### src/rtl/pmc_pkg.sv
package pmc_pkg;
   localparam int OPT_W          = 8;
   localparam int OPT_REGEN_BIT  = 6;
   localparam int OPT_CLAMP_BIT  = 5;
   localparam int OPT_BUSWK_BIT  = 4;

   typedef enum logic [1:0] {
      PM_OFF  = 2'd0,
      PM_RUN  = 2'd1,
      PM_STBY = 2'd2
   } pm_state_t;
endpackage

### src/rtl/pmc_wake_sync.sv
module pmc_wake_sync #(
   parameter int STAGES = 2
) (
   input  logic clk,
   input  logic rst_n,
   input  logic async_in,
   output logic rise
);
   generate
      if (STAGES < 2) begin : g_bad_stages
         $error("pmc_wake_sync: STAGES must be at least 2");
      end
   endgenerate

   logic [STAGES-1:0] chain;
   logic              prev_q;

   genvar gi;
   generate
      for (gi = 0; gi < STAGES; gi++) begin : g_stage
         if (gi == 0) begin : g_first
            always_ff @(posedge clk) begin
               if (!rst_n) chain[gi] <= 1'b0;
               else        chain[gi] <= async_in;
            end
         end else begin : g_next
            always_ff @(posedge clk) begin
               if (!rst_n) chain[gi] <= 1'b0;
               else        chain[gi] <= chain[gi-1];
            end
         end
      end
   endgenerate

   always_ff @(posedge clk) begin
      if (!rst_n) prev_q <= 1'b0;
      else        prev_q <= chain[STAGES-1];
   end

   assign rise = chain[STAGES-1] & ~prev_q;


   rise_single_chk: assert property (@(posedge clk) disable iff (!rst_n)
      rise |=> !rise);
endmodule

### src/rtl/pmc_fsm.sv
module pmc_fsm
   import pmc_pkg::*;
(
   input  logic clk,
   input  logic rst_n,
   input  logic regen,
   input  logic clamp_opt,
   input  logic batt_ok,
   input  logic wake,
   input  logic wr_en,
   input  logic wr_pdc,
   output logic pri_en,
   output logic clamp_en,
   output logic stby_stat
);
   pm_state_t state_q, state_d;

   always_comb begin
      state_d = state_q;
      if (!regen || !batt_ok) begin
         state_d = PM_OFF;
      end else begin
         case (state_q)
            PM_OFF:  if (wake) state_d = PM_RUN;
            PM_RUN:  if (wr_en && !wr_pdc) state_d = PM_STBY;
            PM_STBY: if (wake) state_d = PM_RUN;
            default: state_d = PM_OFF;
         endcase
      end
   end

   always_ff @(posedge clk) begin
      if (!rst_n) state_q <= PM_OFF;
      else        state_q <= state_d;
   end

   assign pri_en    = (state_q == PM_RUN);
   assign stby_stat = (state_q == PM_STBY);
   assign clamp_en  = (state_q == PM_STBY) && clamp_opt;


   regen_gate_chk: assert property (@(posedge clk) disable iff (!rst_n)
      !regen |=> (!pri_en && !stby_stat));

   pdc_entry_chk: assert property (@(posedge clk) disable iff (!rst_n)
      (pri_en && regen && batt_ok && wr_en && !wr_pdc) |=> stby_stat);

   clamp_only_stby_chk: assert property (@(posedge clk) disable iff (!rst_n)
      clamp_en |-> (stby_stat && clamp_opt));

   stby_wake_chk: assert property (@(posedge clk) disable iff (!rst_n)
      (stby_stat && wake && regen && batt_ok) |=> (pri_en && !clamp_en));

   batt_drop_chk: assert property (@(posedge clk) disable iff (!rst_n)
      !batt_ok |=> (!pri_en && !stby_stat && !clamp_en));
endmodule

### src/rtl/pwr_mode_ctrl.sv
module pwr_mode_ctrl
   import pmc_pkg::*;
#(
   parameter int SYNC_STAGES = 2
) (
   input  logic             clk,
   input  logic             rst_n,
   input  logic [OPT_W-1:0] opt_byte,
   input  logic             wr_en,
   input  logic             wr_pdc,
   input  logic             batt_ok,
   input  logic             ign_in,
   input  logic             bus_in,
   output logic             pri_en,
   output logic             sec_en,
   output logic             clamp_en,
   output logic             stby_stat
);
   logic ign_rise, bus_rise, wake;
   logic unused_opt;

   assign unused_opt = ^{opt_byte[7], opt_byte[3:0]};

   pmc_wake_sync #(.STAGES(SYNC_STAGES)) i_ign_sync (
      .clk(clk), .rst_n(rst_n), .async_in(ign_in), .rise(ign_rise));

   pmc_wake_sync #(.STAGES(SYNC_STAGES)) i_bus_sync (
      .clk(clk), .rst_n(rst_n), .async_in(bus_in), .rise(bus_rise));

   assign wake = ign_rise | (bus_rise & opt_byte[OPT_BUSWK_BIT]);

   pmc_fsm i_fsm (
      .clk(clk), .rst_n(rst_n),
      .regen(opt_byte[OPT_REGEN_BIT]),
      .clamp_opt(opt_byte[OPT_CLAMP_BIT]),
      .batt_ok(batt_ok), .wake(wake),
      .wr_en(wr_en), .wr_pdc(wr_pdc),
      .pri_en(pri_en), .clamp_en(clamp_en), .stby_stat(stby_stat));

   assign sec_en = batt_ok;


   sec_follow_chk: assert property (@(posedge clk) disable iff (!rst_n)
      sec_en == batt_ok);

   bus_gate_chk: assert property (@(posedge clk) disable iff (!rst_n)
      (stby_stat && bus_rise && !ign_rise && !opt_byte[OPT_BUSWK_BIT]
       && !wr_en && batt_ok && opt_byte[OPT_REGEN_BIT]) |=> stby_stat);
endmodule

### config.mk
export PLATFORM = sky130hd
export DESIGN_NAME = pwr_mode_ctrl
export DESIGN_NICKNAME = d
export VERILOG_FILES = /design/src/rtl/pmc_pkg.sv /design/src/rtl/pmc_wake_sync.sv /design/src/rtl/pmc_fsm.sv /design/src/rtl/pwr_mode_ctrl.sv
export SDC_FILE = /design/constraint.sdc
export NUM_CORES = 1
export LEC_CHECK = 0
export ABC_AREA = 0
export BUFFER_PORTS_ARGS = -buffer_cell sky130_fd_sc_hd__buf_4
export CAP_MARGIN = 20
export CORE_AREA = 2 2 39 41
export CTS_CLUSTER_SIZE = 25
export DETAILED_ROUTE_END_ITERATION = 6
export DIE_AREA = 0 0 41 43
export GPL_TIMING_DRIVEN = 0
export PLACE_DENSITY_LB_ADDON = 0.05
export SLEW_MARGIN = 5
export SYNTH_ARGS = -nofsm -noshare
export SYNTH_HDL_FRONTEND = slang
export SYNTH_SLANG_ARGS = --single-unit
export TNS_END_PERCENT = 5
### constraint.sdc
create_clock -name clk -period 0.8 [get_ports clk]
set_input_delay 0.16 -clock clk [delete_from_list [all_inputs] [get_ports clk]]
set_output_delay 0.16 -clock clk [all_outputs]
set_load 0.01 [all_outputs]
# Word-level counts from Yosys, hierarchy flattened
# Index checks and enable logic that the tools add are counted.
# op_classes
n_bitwise	7
n_mux	3
reduce_logical	10
eq_ne	4
# op_table
operator	count
2-to-1 mux 2 bit	2
!= test 2 x 1 -> 1 bit (second input constant)	2
case mux 2 bit (2 select lines)	1
OR reduction 2 bit	2
AND 1 bit	3
logical NOT 1 bit	3
NOT 1 bit	3
== test 2 x 1 -> 1 bit (second input constant)	1
== test 2 bit (second input constant)	1
logical AND 1 bit	2
logical NOT 2 bit	1
AND reduction 2 bit	1
logical OR 1 bit	1
bitwise OR 1 bit	1
# word_totals
reg_bits	8

# Logic depth before layout (Yosys ltp)
# Gate-level depths: netlist of run 1.
# depth
word_depth	6
depth_mapped	3

# Cells and area by module
# From an unflattened synthesis of run 1, not the netlist that was laid out.
# hier_totals
hier_cells	30
area_unflattened_um2	311.5
# modules_own_cells
module	seq_area_each_um2	area_per_inst_um2	instances	cells_per_inst
pmc_wake_sync	60.1	92.6	2	7
pmc_fsm	40.0	111.4	1	14
pwr_mode_ctrl	0.0	15.0	1	2

# Worst setup path before layout of run 1
# No wires, ideal clock.
# synth_path
kind	register -> output
from	reg i_fsm.state_q[0]
to	out clamp_en
path_buffers	0
path_stages_with_launch	3
path_slack_ns	-0.093
t_required_ns	0.640
arrival_time_ns	0.733
path_cell_list	dfxtp_1 -> and2b_1 -> and2_1
# synth_via
elab_chain_len	2
# synth_lines
element	line	rtl
start: declaration	pmc_fsm.sv:16	pm_state_t state_q, state_d;
start signal: assignment	pmc_fsm.sv:34	else state_q <= state_d;
== test 2 bit	--	
via stby_stat	pwr_mode_ctrl.sv:17	output logic stby_stat
logical AND 1 bit	pmc_fsm.sv:39	assign clamp_en = (state_q == PM_STBY) && clamp_opt;
end: declaration	pwr_mode_ctrl.sv:16	output logic clamp_en,
# The timed path passes the listed nets, and every way through them passes these cells.

# Worst setup path in the final report of run 1
# layout_path
from	reg i_fsm.state_q[0]
to	out clamp_en
# layout_via
elab_chain_len	2
# layout_lines
element	line
== test 2 bit	pmc_fsm.sv:39
logical AND 1 bit	pmc_fsm.sv:39
# No other way between the ends.

==> results.json, run 1 <==
{
  "status": "finished, violations left",
  "violations": "setup timing",
  "cts.sinks": 8,
  "syn_inst": 28,
  "totalWireLength_um": 594,
  "place_inst": 57,
  "first_global_vias": 253,
  "fin_crit_sh_pct": 147,
  "pre_cts_ws_ns": -0.161,
  "reg2reg_slack_ns": -0.07,
  "grt_pass1_wl_um": 1020,
  "start_util_pct": 22.7,
  "fin_tns_setup_ns": -1.05,
  "min_from": "bus_in",
  "hold_class": "in -> reg",
  "leakage_nw": 0.229,
  "place.gp.congestion": 0.583,
  "r2r_start": "i_fsm.state_q[1]$_SDFFE_PP0P_",
  "synthAdderAreaFrac_pct": 0,
  "crit_arrival_ns": 1.01,
  "viasPerCell": 4.16,
  "placed_cell_area_um2": 437,
  "cellPowerDensity_nw_per_um2": 1620,
  "track_usage_pct": 9.57,
  "die_height_um": 43,
  "maxCapViolations": 0,
  "synth-seq-cells": 8,
  "utilization_pct": 34.9,
  "numCtsBuffers": 3,
  "max-vdd-ir-drop_uv": 719,
  "clk_path_buf_depth": 2,
  "nets": 63,
  "synth_fp_nets": 43,
  "whs_ns": 0.120,
  "setup_violations": 5,
  "postSynth.asyncResetShare_pct": 0,
  "synth_top_family_by_area": "simple AND/OR/NAND/NOR gates",
  "yosys.area_share.simple_pct": 38.2,
  "power_uw": 781,
  "fill_cells": 148,
  "root_buffer": "clkbuf_4",
  "synth_edf_count": 0,
  "fmax_mhz": 853,
  "synth_cell_types": 14,
  "path_clk_slew_ns": 0.05,
  "critPathMaxStageDelay_ns": 0.32,
  "syn_to_final_growth_pct": 53.8,
  "final-seq-area_um2": 163,
  "portBuffers": 13,
  "drt-wirelength-per-cell_um": 9.58,
  "worstMarginPinSlew_ns": 0.131,
  "synth_area_um2": 314,
  "cp.depth": 3,
  "crit_family": "simple AND/OR/NAND/NOR gates",
  "slowest_stage": "dfxtp_2",
  "ys_seq_area_share_pct": 51.0,
  "synth_top_area_cell": "dfxtp_1",
  "ys.flop_type": "dfxtp_1",
  "rr_endpoint": "i_fsm.state_q[1]$_SDFFE_PP0P_",
  "antennaDiodeCount": 0,
  "die_w_um": 41,
  "synthXorXnorAreaFrac_pct": 0,
  "route.vias.total": 258,
  "synth_compound_area_share_pct": 7.17,
  "dieArea_um2": 1760,
  "hold_viol": 0,
  "drc": 0,
  "ys_warn_count": 0,
  "synth_area_per_cell_um2": 11.2,
  "crit_path_end_kind": "output port",
  "slew-limit-headroom_pct": 91.2,
  "multiInputGateArea_um2": 150,
  "cp-start-kind": "register",
  "drive_gt1_share_pct": 58.7,
  "muxShareOfSynthArea_pct": 0,
  "worst_ep_required_time_ns": 0.64,
  "antenna_found_initial": 0,
  "grt_max_degree": 8,
  "yosys.area.top_type_share_pct": 51.0,
  "worstHoldPathCells": 2,
  "cp_max_fo": 2,
  "cts_hold_buf": 0,
  "overflow": 0,
  "io_pins": 19,
  "fin_ws_ns": -0.372,
  "first_pass_iters": 3,
  "drtAntennaViolNets": 0,
  "synth_most_common_cell": "dfxtp_1",
  "htree_num_levels": 1,
  "synth.top_cells.by_count": "dfxtp_1 (8), and2_1 (7), a21oi_1 (2)",
  "period_minus_slack_ns": 1.17,
  "drv_slew": 0,
  "post-route-cell-area_um2": 483,
  "rsz0062_at_grt": "yes",
  "crit_chain": "and2b_2 > and2_4 > buf_6",
  "row_count": 14,
  "crit_type": "reg -> out",
  "yosys-top-cells-area": "dfxtp_1 (51%), and2_1 (14%), nand3b_4 (6.4%)",
  "fp.coreArea_um2": 1380,
  "r2r_cells": 4,
  "path_buf_inv": 1,
  "hold-path-endpoint": "i_bus_sync.chain[0]$_SDFF_PN0_",
  "cts_tree": "built",
  "clock_latency_ns": 0.24,
  "instances_no_fill": 62,
  "drt-initial-drc-count": 1,
  "skew_ns": 0.00284
}
==> sequential cells by signal (all words and copies together) (netlist names) <==
| register | count |
|---|---|
| i_fsm.state_q | 2 |
| i_bus_sync.chain | 2 |
| i_bus_sync.prev_q | 1 |
| i_ign_sync.prev_q | 1 |
| i_ign_sync.chain | 2 |
==> repair_timing <==
item,4_1_cts,5_1_grt
setup buffers,2,0
pin swaps,0,0
setup endpoints to repair,4,5
resized for setup,2,1
==> layer usage <==
layer	vias to the layer above	part of all wire [%]	track usage, %
met5	-	0	0
met4	0	0.84	6.00
met3	2	8.1	6.28
met2	10	62	14.7
met1	118	29	8.77
li1	128	-	-
==> logic make-up after synthesis <==
kind of cell | after synthesis
flip-flops | 8
buffers and inverters | 2
AO/OA/AOI/OAI | 4
AND/OR/NAND/NOR | 14
==> worst max-delay path by stage <==
stage                                  startpoint        to  slack, ns
floorplan           i_fsm.state_q[0]$_SDFFE_PP0P_  clamp_en      -0.06
global placement    i_fsm.state_q[0]$_SDFFE_PP0P_  clamp_en      -0.16
detailed placement  i_fsm.state_q[0]$_SDFFE_PP0P_  clamp_en      -0.16
CTS                 i_fsm.state_q[0]$_SDFFE_PP0P_  clamp_en      -0.39
global route        i_fsm.state_q[0]$_SDFFE_PP0P_  clamp_en      -0.42
finish              i_fsm.state_q[0]$_SDFFE_PP0P_  clamp_en      -0.37
==> layout by cell type (no fill, tap or decap), types with 2 or more instances in the layout <==
cell and count:
dfxtp_2 2, clkbuf_4 3, dfxtp_1 6, and2_1 6, buf_4 15
==> cell type report <==
type                    count  area share [%]
multi-input cells          18            31.1
plain buffers               1            1.55
inverters                   1           0.777
well taps                  16            4.15
clock buffers               3            4.66
repair buffers             15            24.1
flip-flops and latches      8            33.7
==> power by group <==
| part | switching (mW) | total [mW] | internal, mW | leakage [nW] |
|---|---|---|---|---|
| clock network | 0.116 | 0.286 | 0.170 | 0.0138 |
| registers | 0.00584 | 0.418 | 0.413 | 0.0665 |
| logic | 0.0237 | 0.0761 | 0.0524 | 0.149 |
| total | 0.146 | 0.781 | 0.635 | 0.229 |
Note: power is estimated with default switching activity, not from simulation.
==> inputs of run 2 (changes only) <==
--- a/config.mk
+++ b/config.mk
@@ -13,7 +13,7 @@
 export DETAILED_ROUTE_END_ITERATION = 6
 export DIE_AREA = 0 0 41 43
 export GPL_TIMING_DRIVEN = 0
-export PLACE_DENSITY_LB_ADDON = 0.05
+export PLACE_DENSITY = 0.58
 export SLEW_MARGIN = 5
 export SYNTH_ARGS = -nofsm -noshare
 export SYNTH_HDL_FRONTEND = slang
==> constraint.sdc (replaced) <==
create_clock -name clk -period 1.1 [get_ports clk]
set_input_delay 0.22 -clock clk [delete_from_list [all_inputs] [get_ports clk]]
set_output_delay 0.22 -clock clk [all_outputs]
set_load 0.01 [all_outputs]
==> results.json, run 2 (synthesis results as in run 1) <==
{
  "status": "finished, violations left",
  "violations": "setup timing",
  "die_w_um": 41,
  "track_usage_pct": 6.68,
  "syn_to_final_growth_pct": 51.0,
  "crit_arrival_ns": 0.99,
  "drtAntennaViolNets": 0,
  "drv_slew": 0,
  "drive_gt1_share_pct": 53.3,
  "nets": 62,
  "grt_max_degree": 8,
  "pre_cts_ws_ns": 0.0628,
  "mostFrequentLayoutCells": "buf_4 (13), and2_1 (6), dfxtp_1 (6)",
  "crit_path_end_kind": "output port",
  "first_pass_iters": 2,
  "antenna_found_initial": 0,
  "cp_max_fo": 3,
  "rsz0062_at_grt": "yes",
  "drt-wirelength-per-cell_um": 8.05,
  "maxCapViolations": 0,
  "path_clk_slew_ns": 0.05,
  "clock_latency_ns": 0.25,
  "cts.sinks": 8,
  "utilization_pct": 34.3,
  "viasPerCell": 4.07,
  "antennaDiodeCount": 0,
  "hold_class": "in -> reg",
  "setup_violations": 3,
  "grt_pass1_wl_um": 738,
  "route.vias.total": 248,
  "drc": 0,
  "htree_num_levels": 1,
  "numCtsBuffers": 3,
  "worstMarginPinSlew_ns": 0.120,
  "crit_type": "reg -> out",
  "max-vdd-ir-drop_uv": 764,
  "reg_top3": "i_bus_sync.chain x2, i_fsm.state_q x2, i_ign_sync.chain x2",
  "slew-limit-headroom_pct": 92.0,
  "io_pins": 19,
  "root_buffer": "clkbuf_4",
  "drt-initial-drc-count": 4,
  "leakage_nw": 0.225,
  "dieArea_um2": 1760,
  "cts_tree": "built",
  "portBuffers": 13,
  "period_minus_slack_ns": 1.21,
  "fp.coreArea_um2": 1380,
  "fin_tns_setup_ns": -0.180,
  "fill_cells": 152,
  "cp-start-kind": "register",
  "skew_ns": 0.00444,
  "worst_ep_required_time_ns": 0.88,
  "start_util_pct": 22.7,
  "totalWireLength_um": 491,
  "row_count": 14,
  "clk_path_buf_depth": 2,
  "final_common_cell": "buf_4",
  "fin_ws_ns": -0.115,
  "place.gp.congestion": 0.598,
  "fin_crit_sh_pct": 110,
  "fmax_mhz": 823,
  "overflow": 0,
  "cellPowerDensity_nw_per_um2": 1210,
  "die_height_um": 43,
  "hold_viol": 0,
  "first_global_vias": 205
}
==> run 2: area by class of cell <==
class	count	area [µm²]	area share, %
inverters	1	3.75	0.792
repair buffers	14	113	23.7
well taps	16	20.0	4.22
multi-input cells	18	145	30.6
clock buffers	3	22.5	4.75
plain buffers	1	7.51	1.58
flip-flops and latches	8	163	34.3
==> run 2: path summary, 6_finish.rpt <==
kind,to,startpoint,cells after the start,slack (ns)
worst max-delay path,clamp_en,i_fsm.state_q[1]$_SDFFE_PP0P_,3,-0.11
worst min-delay path,i_bus_sync.chain[0]$_SDFF_PN0_,bus_in,2,0.18
worst max register to register,i_fsm.state_q[1]$_SDFFE_PP0P_,i_fsm.state_q[0]$_SDFFE_PP0P_,4,0.24
worst min register to register,i_bus_sync.chain[1]$_SDFF_PN0_,i_bus_sync.chain[0]$_SDFF_PN0_,1,0.43
==> run 2: layer usage <==
metal	vias to the layer above	part of all wire [%]	track usage, %
met5	-	0	0
met4	0	0	4.00
met3	0	14	6.28
met2	14	42	8.44
met1	108	44	6.93
li1	126	-	-
==> run 2: metrics by stage <==
stage | area (µm²) | instances | hold slack, ns | power [mW]
after global routing | 474 | 61 | 0.171 | 0.607
after global placement | 432 | 57 | 0.414 | 0.362
final | 474 | 61 | 0.175 | 0.576
after CTS | 474 | 61 | 0.170 | 0.589
after floorplan | 314 | 28 | 0.342 | 0.329
after detailed placement | 432 | 57 | 0.424 | 0.364
==> run 2: timing repair <==
item / CTS / global route
resized for setup: 5 / 0
setup endpoints to repair: 3 / 3
pin swaps: 1 / 0
hold buffers: 0 / 0
gates cloned: 0 / 0
setup buffers: 1 / 0
==> run 2: power by group <==
group | switching (mW) | internal (mW) | leakage [nW]
Sequential | 0.00405 | 0.300 | 0.0665
Clock | 0.0934 | 0.124 | 0.0138
Combinational | 0.0161 | 0.0384 | 0.145
Total | 0.114 | 0.463 | 0.225
==> run 2: critical path, cell delays in order, from the launching register on <==
cell,delay (ns)
dfxtp_2,0.34
and2b_1,0.16
and2_4,0.13
buf_6,0.11
